[src/rtl/ef_pwm_pkg.sv]
package ef_pwm_pkg;

  typedef enum logic {
    ORD_FIRST  = 1'b0,
    ORD_SECOND = 1'b1
  } shape_order_e;

  // extra headroom bits on the feedback accumulator: sign plus 2*e growth
  localparam int ACC_GUARD = 3;

endpackage

[src/rtl/ef_pwm_timebase.sv]
module ef_pwm_timebase #(
  parameter int CNT_W = 12
) (
  input  logic             clk,
  input  logic             rst_n,
  input  logic [CNT_W-1:0] period_i,
  output logic             wrap_o,
  output logic [CNT_W-1:0] cnt_q_o,
  output logic [CNT_W-1:0] cnt_d_o,
  output logic [CNT_W-1:0] period_q_o
);

  logic [CNT_W-1:0] cnt_q, cnt_d;
  logic [CNT_W-1:0] period_q, period_d;
  logic [CNT_W:0]   cnt_inc;
  logic             wrap;

  always_comb begin
    cnt_inc  = {1'b0, cnt_q} + {{CNT_W{1'b0}}, 1'b1};
    wrap     = (cnt_inc >= {1'b0, period_q});
    cnt_d    = wrap ? '0 : cnt_inc[CNT_W-1:0];
    period_d = wrap ? period_i : period_q;
  end

  always_ff @(posedge clk or negedge rst_n) begin
    if (!rst_n) begin
      cnt_q    <= '0;
      period_q <= '0;
    end else begin
      cnt_q    <= cnt_d;
      period_q <= period_d;
    end
  end

  assign wrap_o     = wrap;
  assign cnt_q_o    = cnt_q;
  assign cnt_d_o    = cnt_d;
  assign period_q_o = period_q;

endmodule

[src/rtl/ef_pwm_quant.sv]
module ef_pwm_quant #(
  parameter int CNT_W  = 12,
  parameter int FRAC_W = 4,
  parameter int ACC_W  = CNT_W + FRAC_W + 3
) (
  input  logic signed [ACC_W-1:0] acc_i,
  input  logic        [CNT_W-1:0] limit_i,
  output logic        [CNT_W-1:0] duty_o,
  output logic        [FRAC_W-1:0] resid_o
);

  logic signed [ACC_W-1:0] whole_s;
  logic signed [ACC_W-1:0] limit_s;

  always_comb begin
    whole_s = acc_i >>> FRAC_W;
    limit_s = signed'({{(ACC_W-CNT_W){1'b0}}, limit_i});
    resid_o = acc_i[FRAC_W-1:0];
    if (whole_s[ACC_W-1]) begin
      duty_o = '0;
    end else if (whole_s > limit_s) begin
      duty_o = limit_i;
    end else begin
      duty_o = whole_s[CNT_W-1:0];
    end
  end

endmodule

[src/rtl/ef_pwm_shaper.sv]
module ef_pwm_shaper
  import ef_pwm_pkg::*;
#(
  parameter int CNT_W  = 12,
  parameter int FRAC_W = 4
) (
  input  logic                    clk,
  input  logic                    rst_n,
  input  logic                    load_i,
  input  logic [CNT_W+FRAC_W-1:0] req_i,
  input  shape_order_e            order_i,
  input  logic [CNT_W-1:0]        limit_i,
  output logic [CNT_W-1:0]        duty_q_o,
  output logic [CNT_W-1:0]        duty_d_o
);

  localparam int REQ_W = CNT_W + FRAC_W;
  localparam int ACC_W = REQ_W + ACC_GUARD;

  logic [FRAC_W-1:0]       e1_q, e1_d, e2_q, e2_d;
  logic [CNT_W-1:0]        duty_q, duty_d;
  logic signed [ACC_W-1:0] e1_s, e2_s, fb_s, acc_s;
  logic [CNT_W-1:0]        duty_new;
  logic [FRAC_W-1:0]       resid_new;

  always_comb begin
    e1_s = signed'({{(ACC_W-FRAC_W){1'b0}}, e1_q});
    e2_s = signed'({{(ACC_W-FRAC_W){1'b0}}, e2_q});
    if (order_i == ORD_SECOND) begin
      fb_s = (e1_s <<< 1) - e2_s;
    end else begin
      fb_s = e1_s;
    end
    acc_s = signed'({{ACC_GUARD{1'b0}}, req_i}) + fb_s;
  end

  ef_pwm_quant #(
    .CNT_W (CNT_W),
    .FRAC_W(FRAC_W),
    .ACC_W (ACC_W)
  ) quant_i (
    .acc_i  (acc_s),
    .limit_i(limit_i),
    .duty_o (duty_new),
    .resid_o(resid_new)
  );

  always_comb begin
    duty_d = duty_q;
    e1_d   = e1_q;
    e2_d   = e2_q;
    if (load_i) begin
      duty_d = duty_new;
      e1_d   = resid_new;
      e2_d   = e1_q;
    end
  end

  always_ff @(posedge clk or negedge rst_n) begin
    if (!rst_n) begin
      duty_q <= '0;
      e1_q   <= '0;
      e2_q   <= '0;
    end else begin
      duty_q <= duty_d;
      e1_q   <= e1_d;
      e2_q   <= e2_d;
    end
  end

  assign duty_q_o = duty_q;
  assign duty_d_o = duty_d;

endmodule

[src/rtl/ef_pwm_outstage.sv]
module ef_pwm_outstage #(
  parameter int CNT_W = 12
) (
  input  logic             clk,
  input  logic             rst_n,
  input  logic [CNT_W-1:0] cnt_d_i,
  input  logic [CNT_W-1:0] duty_d_i,
  input  logic             wrap_i,
  output logic             pwm_o,
  output logic             start_o
);

  logic pwm_q, pwm_d;
  logic start_q, start_d;

  always_comb begin
    pwm_d   = (cnt_d_i < duty_d_i);
    start_d = wrap_i;
  end

  always_ff @(posedge clk or negedge rst_n) begin
    if (!rst_n) begin
      pwm_q   <= 1'b0;
      start_q <= 1'b0;
    end else begin
      pwm_q   <= pwm_d;
      start_q <= start_d;
    end
  end

  assign pwm_o   = pwm_q;
  assign start_o = start_q;

endmodule

[src/rtl/ef_pwm.sv]
module ef_pwm
  import ef_pwm_pkg::*;
#(
  parameter int CNT_W  = 12,
  parameter int FRAC_W = 4
) (
  input  logic                    clk,
  input  logic                    rst_n,
  input  logic [CNT_W-1:0]        carrier_period_i,
  input  logic [CNT_W+FRAC_W-1:0] on_time_i,
  input  logic                    order_sel_i,
  output logic                    pwm_o,
  output logic                    cycle_start_o
);

  localparam int SYNC_STAGES = 2;

  logic [SYNC_STAGES-1:0] rst_pipe_q;
  logic                   rst_sync_n;
  logic                   wrap;
  logic [CNT_W-1:0]       cnt_q, cnt_d, period_q;
  logic [CNT_W-1:0]       duty_q, duty_d;
  shape_order_e           order_sel;

  always_ff @(posedge clk or negedge rst_n) begin
    if (!rst_n) begin
      rst_pipe_q <= '0;
    end else begin
      rst_pipe_q <= {rst_pipe_q[SYNC_STAGES-2:0], 1'b1};
    end
  end

  assign rst_sync_n = rst_pipe_q[SYNC_STAGES-1];
  assign order_sel  = shape_order_e'(order_sel_i);

  ef_pwm_timebase #(.CNT_W(CNT_W)) timebase_i (
    .clk       (clk),
    .rst_n     (rst_sync_n),
    .period_i  (carrier_period_i),
    .wrap_o    (wrap),
    .cnt_q_o   (cnt_q),
    .cnt_d_o   (cnt_d),
    .period_q_o(period_q)
  );

  ef_pwm_shaper #(.CNT_W(CNT_W), .FRAC_W(FRAC_W)) shaper_i (
    .clk     (clk),
    .rst_n   (rst_sync_n),
    .load_i  (wrap),
    .req_i   (on_time_i),
    .order_i (order_sel),
    .limit_i (carrier_period_i),
    .duty_q_o(duty_q),
    .duty_d_o(duty_d)
  );

  ef_pwm_outstage #(.CNT_W(CNT_W)) outstage_i (
    .clk     (clk),
    .rst_n   (rst_sync_n),
    .cnt_d_i (cnt_d),
    .duty_d_i(duty_d),
    .wrap_i  (wrap),
    .pwm_o   (pwm_o),
    .start_o (cycle_start_o)
  );

endmodule

[config.mk]
export PLATFORM = sky130hd
export DESIGN_NAME = ef_pwm
export DESIGN_NICKNAME = d
export VERILOG_FILES = /design/src/rtl/ef_pwm_pkg.sv /design/src/rtl/ef_pwm_timebase.sv /design/src/rtl/ef_pwm_quant.sv /design/src/rtl/ef_pwm_shaper.sv /design/src/rtl/ef_pwm_outstage.sv /design/src/rtl/ef_pwm.sv
export SDC_FILE = /design/constraint.sdc
export NUM_CORES = 1
export LEC_CHECK = 0
export ABC_CLOCK_PERIOD_IN_PS = 2900
export BUFFER_PORTS_ARGS = -buffer_cell sky130_fd_sc_hd__buf_2
export CAP_MARGIN = 20
export CORE_MARGIN = 3
export CORE_UTILIZATION = 60
export CTS_CLUSTER_DIAMETER = 30
export DETAILED_ROUTE_END_ITERATION = 12
export PLACE_DENSITY = 0.8
export SETUP_SLACK_MARGIN = 0.1
export SLEW_MARGIN = 20
export SYNTH_ARGS = -nofsm -noshare
export SYNTH_HDL_FRONTEND = slang
export SYNTH_HIERARCHICAL = 1
export SYNTH_SLANG_ARGS = --single-unit
[constraint.sdc]
create_clock -name clk -period 2.9 [get_ports clk]
set_input_delay 0.29 -clock clk [delete_from_list [all_inputs] [get_ports clk]]
set_output_delay 0.29 -clock clk [all_outputs]
set_load 0.05 [all_outputs]
==> impl_metrics.yaml, run 1 <==
run_status:
  status: "stopped before the end"
  stop_stage: "5_1_grt"
  firstError: "[ERROR DPL-0038] Utilization greater than 100%, impossible to legalize"
floorplan:
  fp.dieH_um: 89.7
  start_util: 0.640
  chipWidth_um: 89.7
  num_io_pins: 33
  floorplan.rows: 29
clock_network:
  clk_path_buf_depth: 2
  htreeDepth: 2
  cts.sinks: 48
  root_buffer: "clkbuf_8"
  cts_buffers: 5
global_route:
  grt_max_degree: 47
yosys:
  yosys_most_used_dff: "dfrtp_1"
  yosys.area.top_type_share: 0.286
  async_flop_share: 1.00
  ys_top_cells_by_area: "dfrtp_1 (29%), ha_1 (17%), mux2_2 (5.9%), a21oi_1 (4.4%), inv_1 (3.7%)"
  syn_area_sq_mm: 0.00420
  syn-mean-instance-area_sq_um: 9.24
  yosys.cell_types.count: 68
  synth_top_area_cell: "dfrtp_1"
  synthCells: 455
  yosys-top-cells-count: "ha_1 (56), dfrtp_1 (48), inv_1 (41)"
  synth-edff-count: 0
  synth_seq_cells: 48
  yosysWarnings: 6
  syn_nets: 544
  synth.yosys.seq_area_share: 0.286
  yosysMostFrequentCell: "ha_1"
place:
  port_buffers: 32
  finalWeightedCongestion: 0.906
  dpl.hpwl_um: 9530
timing:
  worstEndpointGrtRepair: "outstage_i/pwm_o$_DFF_PN0_/D"
  endpoint_type: "register input"
[through the flow]
stage / setup TNS, ns / worst slack [ns] / std cells / cell area [sq um] / hold slack (ns)
after floorplan: -22.51 / -2.55 / 455 / 4430 / -0.00559
after global placement: -24.96 / -2.74 / 684 / 5490 / 0.0744
after detailed placement: -29.51 / -3.06 / 684 / 5490 / 0.0761
after CTS: -28.81 / -2.96 / 715 / 6160 / 0.259
[logic make-up after synthesis]
| group | share of synthesized area |
|---|---|
| and+or+nand+nor | 0.162 |
| buffers and inverters | 0.0652 |
| other | 0.000892 |
| DFF | 0.286 |
| AOI/OAI and AO/OA | 0.168 |
| muxes | 0.0899 |
| xor gates and xnor gates | 0.0521 |
| adders and majority gates | 0.176 |
[what timing repair did]
action / 4_1_cts
gates resized for setup: 81
buffers inserted: 21
cloned: 1
hold buffers: 1
endpoints found under the setup margin: 35
hold endpoints to repair: 2
pin swaps: 38
==> run 2, diff against run 1 <==
--- a/config.mk
+++ b/config.mk
@@ -9,11 +9,9 @@
 export BUFFER_PORTS_ARGS = -buffer_cell sky130_fd_sc_hd__buf_2
 export CAP_MARGIN = 20
 export CORE_MARGIN = 3
-export CORE_UTILIZATION = 60
-export CTS_CLUSTER_DIAMETER = 30
+export CORE_UTILIZATION = 40
 export DETAILED_ROUTE_END_ITERATION = 12
-export PLACE_DENSITY = 0.8
-export SETUP_SLACK_MARGIN = 0.1
+export PLACE_DENSITY_LB_ADDON = 0.15
 export SLEW_MARGIN = 20
 export SYNTH_ARGS = -nofsm -noshare
 export SYNTH_HDL_FRONTEND = slang
==> impl_metrics.yaml, run 2 <==
run_status:
  status: "finished with violations"
  violations: "setup timing"
clock_network:
  root_buffer: "clkbuf_8"
  cts.sinks: 48
  path_clk_slew_ns: 0.10
  cts_buffers: 5
  clk_path_buf_depth: 2
  insertion_delay_ns: 0.30
  cts_tree: "done"
  htreeDepth: 2
yosys:
  yosys.cell_types.count: 68
  synth_seq_cells: 48
  ys_top_cells_by_area: "dfrtp_1 (29%), ha_1 (17%), mux2_2 (5.9%), a21oi_1 (4.4%), inv_1 (3.7%)"
  yosys.area.top_type_share: 0.286
  synth_top_area_cell: "dfrtp_1"
  yosys_most_used_dff: "dfrtp_1"
  syn-mean-instance-area_sq_um: 9.24
  synth.yosys.seq_area_share: 0.286
  yosysMostFrequentCell: "ha_1"
  yosys-top-cells-count: "ha_1 (56), dfrtp_1 (48), inv_1 (41)"
  syn_area_sq_mm: 0.00420
  async_flop_share: 1.00
  synthCells: 455
  synth-edff-count: 0
  yosysWarnings: 6
  syn_nets: 544
global_route:
  grt_pass1_wl_um: 20000
  grt_usage: 0.210
  grt_antenna_before_repair: 0
  first_global_vias: 4148
  grt_overflow_total: 0
  grt_max_degree: 47
floorplan:
  start_util: 0.420
  chipWidth_um: 109
  fp.dieH_um: 109
  core_sq_mm: 0.0100
  floorplan.rows: 36
  die_area_sq_mm: 0.0118
  num_io_pins: 33
timing:
  timing.fmax_ghz: 0.172
  finalSetupViolCount: 34
  finalWorstSetupSlack_ns: -2.92
  worst_pin_slew_ns: 0.608
  fin_crit_sh: 2.01
  max_slew_margin: 0.594
  finalCriticalPeriod_ns: 5.82
  rsz0062_at_grt: "true"
  final.setup.tns_ns: -30.94
  hold_viol: 0
  fin_skew_ns: 0.0127
  maxSlewViolCount: 0
setup_path:
  timing.rr.end: "outstage_i/pwm_o"
  rrSetupSlack_ns: -2.92
  cp_data_arrival_time_ns: 6.02
  cp.required_ns: 3.10
  setup.worst_path.end: "outstage_i/pwm_o"
  reg2reg_from: "shaper_i/e1_q[2]"
  slowest_delay_ns: 0.42
  crit_type: "reg -> reg"
  cp-startpoint: "shaper_i/e1_q[2]"
  cp_max_fo: 10
  slowest_stage: "dfrtp_1"
  setup.worst_path.start_class: "flip-flop"
  cp-end-kind: "flip-flop"
  reg2regPathDepth: 27
worst_hold_path:
  hp-class: "in -> reg"
  hold_start: "carrier_period_i[2]"
place:
  port_buffers: 32
  dpl.hpwl_um: 9030
  post-place-ws_ns: -3.10
  finalWeightedCongestion: 0.883
  place_area_sq_mm: 0.00558
power_and_ir_drop:
  p_per_area_mw_per_mm2: 1220
  ir_drop_v: 0.000524
  p_leak_nw: 3.10
detailed_routing:
  drtAntennaViolNets: 0
  vias: 4018
  dr.pass1.iters: 4
  drc: 0
  avgRoutedWirePerCell_um: 16.1
  post_drt_via_cell_ratio: 5.27
  wl_um: 12200
  drt_iter0_drc: 205
cells_and_area:
  final_cell_mix: "buf_4 (132), dfrtp_1 (47), ha_1 (39)"
  drive_gt1_frac: 0.512
  final_cell_area_sq_mm: 0.00644
  final_common_cell: "buf_4"
  fin_nets: 717
  syn2layout_area_growth_pct: 53.3
  num_antenna_cells: 0
job:
  cap_violations: 0
==> run 2: area by class of cell <==
type                    count  area, sq um
inverters                  42          164
clock inverters             2         13.8
fillers                   862         3560
multi-input cells         346         3350
well taps                 133          166
repair buffers            185         1460
clock buffers               6         82.6
flip-flops and latches     48         1200
==> run 2: cell families after synthesis <==
| family | Yosys count | synth area share |
|---|---|---|
| multiplexers | 31 | 0.0899 |
| buffers and inverters | 61 | 0.0652 |
| XOR/XNOR | 25 | 0.0521 |
| adder cells (fa/ha/maj) | 58 | 0.176 |
| other | 1 | 0.000892 |
| AO/OA/AOI/OAI | 110 | 0.168 |
| flip-flops | 48 | 0.286 |
| AND/OR/NAND/NOR | 121 | 0.162 |
==> run 2: how the worst min path moves through the flow <==
stage                     depth (start not counted)                  endpoint  slack, ns
after floorplan                                   0             rst_pipe_q[0]     -0.006
after global placement                            1             rst_pipe_q[0]       0.07
after detailed placement                          1             rst_pipe_q[0]       0.08
after CTS                                         2  timebase_i/period_q_o[4]       0.26
after global routing                              2  timebase_i/period_q_o[2]       0.26
final                                             2  timebase_i/period_q_o[2]       0.27
==> run 2: power breakdown <==
group	switching (mW)	leakage [nW]	internal, mW
combinational	2.99	2.46	3.35
clock	0.232	0.0516	0.195
sequential	0.160	0.589	0.935
total	3.38	3.10	4.48
==> run 2: timing repair <==
item / 4_1_cts / 5_1_grt
setup endpoints to repair: 35 / 44
resized for setup: 71 / 46
buffers inserted: 14 / 11
hold buffers: 1 / 0
gates cloned: 2 / 1
pin swaps: 25 / 38
hold endpoints to repair: 2 / 0
==> run 2: worst max-delay path: cells and delay by family (launching register included) <==
kind	cells	cell delay, ns
AO/OA/AOI/OAI	10	2.25
adder cells (fa/ha/maj)	3	0.55
buffers and inverters	7	0.94
flip-flops	1	0.42
multiplexers	2	0.25
AND/OR/NAND/NOR	5	1.33
==> run 2: per-stage QoR <==
step | hold slack (ns) | std cells | total power, mW | utilization
floorplan | -0.00559 | 455 | 4.36 | -
global placement | 0.0750 | 726 | 6.03 | 0.558
detailed placement | 0.0779 | 726 | 6.15 | 0.558
CTS | 0.264 | 751 | 7.32 | 0.614
global route | 0.262 | 762 | 8.48 | 0.644
finish | 0.273 | 762 | 7.87 | 0.644
==> run 2: layer usage <==
layer,vias up,share of wire,track usage
li1,1981,-,-
met1,1958,0.47,0.289
met2,65,0.50,0.356
met3,14,0.020,0.0227
met4,0,0.014,0.0478
met5,-,0,0
Power figures use the tool's default switching activity.
==> run 3, diff against run 2 <==
--- a/config.mk
+++ b/config.mk
@@ -5,7 +5,7 @@
 export SDC_FILE = /design/constraint.sdc
 export NUM_CORES = 1
 export LEC_CHECK = 0
-export ABC_CLOCK_PERIOD_IN_PS = 2900
+export ABC_CLOCK_PERIOD_IN_PS = 6600
 export BUFFER_PORTS_ARGS = -buffer_cell sky130_fd_sc_hd__buf_2
 export CAP_MARGIN = 20
 export CORE_MARGIN = 3
==> constraint.sdc (replaced) <==
create_clock -name clk -period 6.6 [get_ports clk]
set_input_delay 0.66 -clock clk [delete_from_list [all_inputs] [get_ports clk]]
set_output_delay 0.66 -clock clk [all_outputs]
set_load 0.05 [all_outputs]
==> impl_metrics.yaml, run 3 (synthesized netlist as in run 2, its figures left out) <==
global_route:
  grt_antenna_before_repair: 0
  grt_max_degree: 47
  grt_usage: 0.176
  grt_pass1_wl_um: 16500
  grt_overflow_total: 0
  first_global_vias: 3359
detailed_routing:
  met3WireLength_um: 259
  post_drt_via_cell_ratio: 5.34
  drt_iter0_drc: 142
  wl_um: 9830
  vias: 3313
  drc: 0
  met1Wirelength_um: 4940
  dr.pass1.iters: 4
  avgRoutedWirePerCell_um: 15.9
  drtAntennaViolNets: 0
  route.top_layer_used: "met4"
  wl_met2_um: 4570
setup_path:
  cp.required_ns: 6.79
  critPathMostFrequentCell: "ha_1"
  cp-end-kind: "flip-flop"
  crit_type: "reg -> reg"
  cp_cell_sequence: "ha_1, or3b_2, or2_2, inv_2, buf_4, ha_1, nand2_1, or4_4, and4_1, or4_4, ha_1, nand3_1, a2bb2oi_1, a211oi_4, buf_6, o21ai_1, a21oi_1, mux2_2, inv_1, ha_1, and4_1, o2111ai_1, a31oi_1, a2111oi_2"
  slowest_delay_ns: 0.58
  slowest_stage: "or4_4"
  cp_max_fo: 9
  crit_family: "simple AND/OR/NAND/NOR gates"
  setup.worst_path.start_class: "flip-flop"
  cp_data_arrival_time_ns: 6.35
  crit_buf_inv: 4
floorplan:
  fp.dieH_um: 109
  num_io_pins: 33
  die_area_sq_mm: 0.0118
  core_sq_mm: 0.0100
  start_util: 0.420
  floorplan.rows: 36
  chipWidth_um: 109
place:
  dpl.hpwl_um: 7820
  port_buffers: 32
  post-place-ws_ns: 0.0223
  placed_cells: 611
  finalWeightedCongestion: 0.883
cells_and_area:
  fin_nets: 575
  fillers: 1002
  num_antenna_cells: 0
  instances_no_fill: 620
  syn2layout_area_growth_pct: 11.3
  final_cell_mix: "ha_1 (56), dfrtp_1 (47), inv_1 (40)"
  drive_gt1_frac: 0.214
  final_common_cell: "ha_1"
clock_network:
  cts_buffers: 5
  cts_tree: "done"
  root_buffer: "clkbuf_8"
  htreeDepth: 2
  clk_path_buf_depth: 2
  path_clk_slew_ns: 0.09
  cts.sinks: 48
  insertion_delay_ns: 0.30
  cts_hold_buf: 0
timing:
  fin_crit_sh: 0.933
  fin_skew_ns: 0.00700
  hold_viol: 0
  worst_pin_slew_ns: 0.855
  final.setup.tns_ns: 0
  rsz0062_at_grt: "false"
  finalSetupViolCount: 0
  maxSlewViolCount: 0
  finalCriticalPeriod_ns: 6.16
  timing.fmax_ghz: 0.162
  finalWorstSetupSlack_ns: 0.441
  max_slew_margin: 0.429
worst_hold_path:
  hp-class: "in -> async"
power_and_ir_drop:
  p_leak_nw: 2.25
  p_per_area_mw_per_mm2: 521
  ir_drop_v: 0.000156
  power_mw: 2.44
job:
  cap_violations: 0
run_status:
  status: "complete, no violations"
run 3: changes by cell type in the layout (fill, tap and decap cells not counted), sizes merged:
cell | previous run | this run
buf | 182 | 43
clkbuf | 8 | 5
bufinv | 0 | 2
clkinv | 1 | 0
clkinvlp | 1 | 0
dlygate4sd3 | 1 | 0
inv | 42 | 43
run 3: area by class of cell:
| cell class | count | area [sq um] | area share |
|---|---|---|---|
| timing repair buffer | 43 | 246 | 0.0527 |
| clock buffer | 5 | 68.8 | 0.0147 |
| clock inverter | 3 | 68.8 | 0.0147 |
| tap | 133 | 166 | 0.0356 |
| inverter | 42 | 158 | 0.0337 |
| multi-input combinational | 346 | 2770 | 0.591 |
| sequential | 48 | 1200 | 0.257 |
run 3: worst paths after layout:
| check | start | to | slack, ns | depth (start not counted) |
|---|---|---|---|---|
| worst min register to register | rst_pipe_q[1] | timebase_i/period_q_o[0] | 0.34 | 0 |
| worst max register to register | shaper_i/e1_q[2] | outstage_i/pwm_o | 0.44 | 24 |
| max in group asynchronous | rst_pipe_q[1] | shaper_i/duty_q_o[11] | 5.85 | 0 |
| min in group clk | rst_pipe_q[0] | rst_pipe_q[1] | 0.37 | 0 |
| worst max-delay path | shaper_i/e1_q[2] | outstage_i/pwm_o | 0.44 | 24 |
| worst min-delay path | rst_n | rst_pipe_q[1] | 0.13 | 1 |
run 3: metrics by stage:
| stage | hold WS, ns | utilization | cell area [sq um] |
|---|---|---|---|
| 2_1_floorplan | 0.331 | - | 4200 |
| 3_3_place_gp | 0.338 | 0.449 | 4490 |
| 3_5_place_dp | 0.354 | 0.449 | 4490 |
| 4_1_cts | 0.124 | 0.463 | 4630 |
| 5_1_grt | 0.116 | 0.468 | 4680 |
| 6_report | 0.129 | 0.468 | 4680 |
run 3: repair_timing:
| action | 4_1_cts | 5_1_grt |
|---|---|---|
| buffers inserted | 0 | 1 |
| endpoints found under the hold margin | 0 | 0 |
| setup endpoints to repair | 0 | 1 |
| gates resized for setup | 0 | 12 |
run 3: layer usage:
metal,vias to the layer above,global-route usage
met5,-,0
met1,1554,0.250
met4,0,0.0289
li1,1695,-
met2,58,0.289
met3,6,0.0239
run 3: power breakdown:
part | internal (mW) | total (mW) | leakage [nW] | switching (mW)
clock | 0.153 | 0.257 | 0.0687 | 0.104
combinational | 0.762 | 1.69 | 1.59 | 0.930
sequential | 0.410 | 0.491 | 0.589 | 0.0806
total | 1.32 | 2.44 | 2.25 | 1.12
